[config.mk]
export PLATFORM = sky130hd
export DESIGN_NAME = shift_strobe_port
export DESIGN_NICKNAME = d
export VERILOG_FILES = /design/src/rtl/ssp_pkg.sv /design/src/rtl/ssp_half_tick.sv /design/src/rtl/ssp_shift_reg.sv /design/src/rtl/shift_strobe_port.sv
export SDC_FILE = /design/constraint.sdc
export NUM_CORES = 1
export LEC_CHECK = 0
export BUFFER_PORTS_ARGS = -buffer_cell sky130_fd_sc_hd__buf_2
export CORE_MARGIN = 2
export CORE_UTILIZATION = 45
export CTS_BUF_LIST = sky130_fd_sc_hd__clkbuf_4
export DETAILED_ROUTE_END_ITERATION = 10
export GPL_TIMING_DRIVEN = 1
export HOLD_SLACK_MARGIN = 0.1
export PLACE_DENSITY = 0.73
export SYNTH_ARGS = -nofsm -noshare
export SYNTH_HDL_FRONTEND = slang
export SYNTH_SLANG_ARGS = --single-unit
[constraint.sdc]
create_clock -name clk -period 2.84 [get_ports clk]
set_input_delay 0.284 -clock clk [delete_from_list [all_inputs] [get_ports clk]]
set_output_delay 0.284 -clock clk [all_outputs]
set_load 0.005 [all_outputs]
[src/rtl/ssp_pkg.sv]
package ssp_pkg;

    typedef enum logic [2:0] {
        ST_IDLE,
        ST_LEAD,
        ST_SHIFT,
        ST_STROBE,
        ST_WAITB
    } ssp_state_e;

endpackage

[src/rtl/ssp_half_tick.sv]
module ssp_half_tick #(
    parameter int SEL_W     = 3,
    parameter int BASE_HALF = 4,
    parameter int NUM_SEL   = 6
) (
    input  logic             clk,
    input  logic             rst_n,
    input  logic             run,
    input  logic [SEL_W-1:0] sel,
    output logic             tick
);

    localparam int MAX_HALF = BASE_HALF << (NUM_SEL - 1);
    localparam int CNT_W    = $clog2(MAX_HALF);
    localparam logic [SEL_W-1:0] TOP_SEL = SEL_W'(NUM_SEL - 1);

    logic [CNT_W-1:0] cnt_d, cnt_q;
    logic [SEL_W-1:0] sel_c;
    logic [CNT_W-1:0] last_c;

    always_comb begin
        sel_c  = (sel > TOP_SEL) ? TOP_SEL : sel;
        last_c = CNT_W'((BASE_HALF << sel_c) - 1);
        tick   = run && (cnt_q == last_c);
        if (!run || tick) begin
            cnt_d = '0;
        end else begin
            cnt_d = cnt_q + 1'b1;
        end
    end

    always_ff @(posedge clk or negedge rst_n) begin
        if (!rst_n) begin
            cnt_q <= '0;
        end else begin
            cnt_q <= cnt_d;
        end
    end

endmodule

[src/rtl/ssp_shift_reg.sv]
module ssp_shift_reg #(
    parameter int DATA_W = 8
) (
    input  logic              clk,
    input  logic              rst_n,
    input  logic              load,
    input  logic [DATA_W-1:0] load_data,
    input  logic              shift_out,
    input  logic              sample_in,
    input  logic              si,
    output logic              so,
    output logic [DATA_W-1:0] rx_next
);

    typedef struct packed {
        logic [DATA_W-1:0] tx;
        logic [DATA_W-1:0] rx;
        logic              so;
    } sh_t;

    sh_t sh_d, sh_q;

    always_comb begin
        sh_d    = sh_q;
        rx_next = {sh_q.rx[DATA_W-2:0], si};
        if (load) begin
            sh_d.tx = load_data;
        end
        if (shift_out) begin
            sh_d.so = sh_q.tx[DATA_W-1];
            sh_d.tx = {sh_q.tx[DATA_W-2:0], 1'b0};
        end
        if (sample_in) begin
            sh_d.rx = rx_next;
        end
    end

    always_ff @(posedge clk or negedge rst_n) begin
        if (!rst_n) begin
            sh_q <= '0;
        end else begin
            sh_q <= sh_d;
        end
    end

    assign so = sh_q.so;

endmodule

[src/rtl/shift_strobe_port.sv]
module shift_strobe_port
    import ssp_pkg::*;
#(
    parameter int DATA_W      = 8,
    parameter int SEL_W       = 3,
    parameter int BASE_HALF   = 4,
    parameter int NUM_SEL     = 6,
    parameter int LEAD_HALVES = 3,
    parameter int SYNC_STAGES = 2
) (
    input  logic              clk,
    input  logic              rst_n,
    input  logic              wr_en,
    input  logic [DATA_W-1:0] wr_data,
    input  logic [SEL_W-1:0]  div_sel,
    input  logic              busy_chk_en,
    output logic [DATA_W-1:0] rd_data,
    output logic              sck,
    output logic              so,
    input  logic              si,
    output logic              stb,
    input  logic              busy_in,
    output logic              done
);

    localparam int PH_W       = $clog2(2 * DATA_W);
    localparam int STB_HALVES = 2;
    localparam logic [PH_W-1:0] PH_LAST_RISE = PH_W'(2 * DATA_W - 2);
    localparam logic [PH_W-1:0] PH_LEAD_END  = PH_W'(LEAD_HALVES - 1);
    localparam logic [PH_W-1:0] PH_STB_END   = PH_W'(STB_HALVES);

    typedef struct packed {
        ssp_state_e             st;
        logic [PH_W-1:0]        ph;
        logic                   sck;
        logic                   stb;
        logic                   done;
        logic [DATA_W-1:0]      rd;
        logic [SEL_W-1:0]       sel;
        logic                   ben;
        logic [SYNC_STAGES-1:0] bsync;
    } ctl_t;

    ctl_t ctl_d, ctl_q;

    logic              tick;
    logic              load;
    logic              fall;
    logic              rise;
    logic [DATA_W-1:0] rx_next;
    logic              busy_s;

    ssp_half_tick #(
        .SEL_W    (SEL_W),
        .BASE_HALF(BASE_HALF),
        .NUM_SEL  (NUM_SEL)
    ) u_tick (
        .clk  (clk),
        .rst_n(rst_n),
        .run  (ctl_q.st != ST_IDLE),
        .sel  (ctl_q.sel),
        .tick (tick)
    );

    ssp_shift_reg #(
        .DATA_W(DATA_W)
    ) u_shift (
        .clk      (clk),
        .rst_n    (rst_n),
        .load     (load),
        .load_data(wr_data),
        .shift_out(fall),
        .sample_in(rise),
        .si       (si),
        .so       (so),
        .rx_next  (rx_next)
    );

    assign busy_s = ctl_q.bsync[SYNC_STAGES-1];

    always_comb begin
        ctl_d       = ctl_q;
        load        = 1'b0;
        fall        = 1'b0;
        rise        = 1'b0;
        ctl_d.bsync = {ctl_q.bsync[SYNC_STAGES-2:0], busy_in};

        case (ctl_q.st)
            ST_IDLE: begin
                if (wr_en) begin
                    load       = 1'b1;
                    ctl_d.st   = ST_LEAD;
                    ctl_d.ph   = '0;
                    ctl_d.sel  = div_sel;
                    ctl_d.ben  = busy_chk_en;
                    ctl_d.done = 1'b0;
                end
            end
            ST_LEAD: begin
                if (tick) begin
                    if (ctl_q.ph == PH_LEAD_END) begin
                        fall      = 1'b1;
                        ctl_d.sck = 1'b0;
                        ctl_d.st  = ST_SHIFT;
                        ctl_d.ph  = '0;
                    end else begin
                        ctl_d.ph = ctl_q.ph + 1'b1;
                    end
                end
            end
            ST_SHIFT: begin
                if (tick) begin
                    if (!ctl_q.ph[0]) begin
                        rise      = 1'b1;
                        ctl_d.sck = 1'b1;
                        if (ctl_q.ph == PH_LAST_RISE) begin
                            ctl_d.rd = rx_next;
                            ctl_d.st = ST_STROBE;
                            ctl_d.ph = '0;
                        end else begin
                            ctl_d.ph = ctl_q.ph + 1'b1;
                        end
                    end else begin
                        fall      = 1'b1;
                        ctl_d.sck = 1'b0;
                        ctl_d.ph  = ctl_q.ph + 1'b1;
                    end
                end
            end
            ST_STROBE: begin
                if (tick) begin
                    if (ctl_q.ph == '0) begin
                        ctl_d.stb = 1'b1;
                        ctl_d.ph  = ctl_q.ph + 1'b1;
                    end else if (ctl_q.ph == PH_STB_END) begin
                        ctl_d.stb = 1'b0;
                        ctl_d.ph  = '0;
                        if (ctl_q.ben) begin
                            ctl_d.st = ST_WAITB;
                        end else begin
                            ctl_d.done = 1'b1;
                            ctl_d.st   = ST_IDLE;
                        end
                    end else begin
                        ctl_d.ph = ctl_q.ph + 1'b1;
                    end
                end
            end
            ST_WAITB: begin
                if (tick) begin
                    if (ctl_q.ph[0]) begin
                        ctl_d.ph = '0;
                    end else if (!busy_s) begin
                        ctl_d.done = 1'b1;
                        ctl_d.st   = ST_IDLE;
                    end else begin
                        ctl_d.ph = PH_W'(1);
                    end
                end
            end
            default: begin
                ctl_d.st = ST_IDLE;
            end
        endcase
    end

    always_ff @(posedge clk or negedge rst_n) begin
        if (!rst_n) begin
            ctl_q     <= '0;
            ctl_q.st  <= ST_IDLE;
            ctl_q.sck <= 1'b1;
        end else begin
            ctl_q <= ctl_d;
        end
    end

    assign sck     = ctl_q.sck;
    assign stb     = ctl_q.stb;
    assign done    = ctl_q.done;
    assign rd_data = ctl_q.rd;

endmodule

==> impl_metrics.yaml <==
setup_path:
  criticalPathCategory: "register to register"
  cp_slowest_stage_delay_ns: 0.50
  setup.worst_path.start_class: "register"
  cpMaxStageDelayCell: "dfrtp_1"
  cp_cell_sequence: "clkinv_1 -> ha_1 -> nor4b_1 -> buf_4 -> a21oi_1 -> a31o_2 -> nand2b_1 -> or3_1 -> o21ai_1"
  arrival_ns: 2.76
  r2r_cells: 9
  worstPathRequired_ns: 3.14
  cp-end-kind: "register"
  worstPathMaxFanout: 9
sta:
  skew_ns: 0.0127
  fmax_mhz: 406
  tns_ns: 0
  setup_viol: 0
  rsz0062_at_grt: "no"
  relSlewSlack_pct: 31.2
  timing_hold_violations_final: 0
  period_share_pct: 86.8
  period_minus_slack_ns: 2.46
  finalMaxSlewViolations: 0
  tightest_slew_ns: 1.03
drt:
  drt-initial-drc-count: 107
  drc: 0
  vias_per_cell: 5.41
  vias: 1666
  dr.pass1.iters: 6
  wirelength_um: 4200
  routedWlPerCell_um: 13.6
  ant_nets: 0
clocking:
  insertion_delay_ns: 0.37
  clockRootBuffer: "clkbuf_4"
  cts_buffer_depth: 2
  clkSlewWorstSetupHoldPaths_ns: 0.14
  post_cts.repair.setup_buffers: 0
  cts_buffers: 5
  cts_htree_levels: 2
  cts_tree: "yes"
  holdBufCountCts: 1
  cts.repair.resized: 0
  cts.sinks: 47
placement:
  dpl.hpwl_um: 2900
  portBuffers: 28
  place_congestion: 0.822
  place_area_um2: 2530
logic_synthesis:
  synthAdderAreaFrac_pct: 2.12
  yosysWarnings: 0
  synth_top_family_by_area: "compound AO/OA/AOI/OAI gates"
  postSynthCellCount: 212
  yosys.cell_types.count: 50
  synth-edff-count: 0
  yosys.area_share.simple_pct: 13.4
  ys.flop_type: "dfrtp_1"
  synth.avg_cell_area_um2: 11.2
  synth-xor-area-share_pct: 2.59
  ys_seq_elements: 47
  synthMuxAreaShare_pct: 10.8
  ys_seq_area_share_pct: 49.8
  async_flop_share_pct: 100
  synth_area_um2: 2370
  syn-num-nets: 233
  synth_compound_area_share_pct: 16.6
finish:
  nFillCells: 493
  drive_gt1_share_pct: 21.4
  final_area_um2: 2630
  fin_nets: 258
  n_antenna_cell: 0
  final_util_pct: 51.7
  syn2layout_area_growth_pct: 10.9
global_route:
  overflow: 0
  grt.total_usage_pct: 15.8
  antenna_found_initial: 0
  grt_pass1_wl_um: 7540
  grt_max_degree: 48
  grt_pass1_vias: 1633
die:
  die-area_um2: 5850
  initial_core_util_pct: 46.6
  ios: 29
  rows: 26
  coreArea_um2: 5070
  die_w_um: 76.5
  die_y_um: 76.5
worst_hold_path:
  holdCritPathClass: "input port to async pin"
run:
  drv_cap: 0
power:
  p_leak_uw: 0.00129
  powerDensity_nw_per_um2: 424
  vdd_drop_max_uv: 227
run_status:
  status: "finished clean"
## layout by cell type, fill, tap and decap left out, types with 3 or more instances in the layout
cell / n
buf_4: 4
dfrtp_1: 46
and3_1: 3
nand2_1: 8
a21oi_1: 7
mux2_1: 19
a22o_1: 7
o21ai_1: 3
nor2_1: 20
inv_1: 5
nand3_1: 9
o21ai_0: 10
ha_1: 4
nand2b_1: 3
xnor2_1: 3
buf_2: 28
clkbuf_4: 5
o211ai_1: 3
or3_1: 3
xor2_1: 4
a21o_1: 7
nand3b_1: 3
mux2i_1: 3
## layout make-up
| type | instances | area, µm² | area share [%] |
|---|---|---|---|
| sequential | 47 | 1180 | 44.9 |
| multi-input combinational | 144 | 1080 | 41.0 |
| timing repair buffer | 33 | 180 | 6.86 |
| tap | 70 | 87.6 | 3.34 |
| clock inverter | 3 | 43.8 | 1.67 |
| clock buffer | 5 | 37.5 | 1.43 |
| inverter | 6 | 22.5 | 0.858 |
## layer usage
layer	up-vias	global-route usage, %	part of all wire, %
met1	816	22.3	49
met5	-	0	0
met4	0	4.91	1.4
li1	807	-	-
met2	37	23.8	44
met3	6	4.15	4.7
## critical path: cells and delay by family, from the launching register on
kind                       cells  cell delay [ns]
AOI/OAI and AO/OA              3             0.46
adders and majority gates      1             0.24
buffers and inverters          2             0.35
DFF                            1             0.50
and+or+nand+nor                3             0.83
## power breakdown
group	internal (µW)	switching, µW	leakage, µW
combinational	11.2	18.3	0.000618
clock	186	222	0.0000452
sequential	674	2.44	0.000625
total	870	243	0.00129
## synth_stat cells, types with 3 or more instances
cell type / instances / area [µm²]
dfrtp_1: 46 / 1150
nor2_1: 20 / 75.1
mux2_1: 19 / 214
o21ai_0: 10 / 50.1
buf_4: 9 / 67.6
nand3_1: 9 / 45.0
nand2_1: 8 / 30.0
a21o_1: 7 / 52.6
a21oi_1: 7 / 35.0
a22o_1: 7 / 61.3
clkbuf_1: 5 / 18.8
inv_1: 5 / 18.8
ha_1: 4 / 50.1
xor2_1: 4 / 35.0
and3_1: 3 / 18.8
mux2i_1: 3 / 30.0
nand2b_1: 3 / 18.8
nand3b_1: 3 / 22.5
o211ai_1: 3 / 22.5
o21ai_1: 3 / 15.0
or3_1: 3 / 18.8
xnor2_1: 3 / 26.3
## flip-flops by register name, summed over array words and instances, names as in the netlist
name and flops:
u_tick.cnt_q 7, ctl_q 11, stb 1, busy_s 1
done 1, u_shift.sh_q 8, u_shift.so 1, rd_data 8
u_shift.rx_next 7, ctl_d 1, sck 1
## metrics by stage
step | total power (µW) | instances | setup WS, ns | hold WS [ns]
global route | 1170 | 308 | 0.225 | 0.105
detailed placement | 719 | 299 | 0.429 | 0.336
finish | 1110 | 308 | 0.376 | 0.0716
global placement | 717 | 299 | 0.471 | 0.337
floorplan | 692 | 212 | 0.449 | -0.0116
CTS | 1130 | 308 | 0.378 | 0.111
## kinds of logic after synthesis
logic type | Yosys count
buf+inv | 21
fa+ha+maj | 4
compound gates | 51
simple gates | 59
xor+xnor | 7
mux | 23
flops | 47
## final timing paths
kind | slack (ns) | start | to
worst max-delay path | 0.38 | ctl_q[17]$_DFFE_PN0P_ | ctl_q[21]$_DFFE_PN0P_
worst min-delay path | 0.07 | rst_n | rd_data[3]$_DFFE_PN0P_
worst max register to register | 0.38 | ctl_q[17]$_DFFE_PN0P_ | ctl_q[21]$_DFFE_PN0P_
worst min register to register | 0.37 | ctl_d[1]$_DFF_PN0_ | busy_s$_DFF_PN0_
max in group asynchronous | 2.12 | rst_n | u_tick.cnt_q[2]$_DFF_PN0_
min in group clk | 0.13 | div_sel[0] | ctl_q[3]$_DFFE_PN0P_
(Power assumes the default switching activity.)
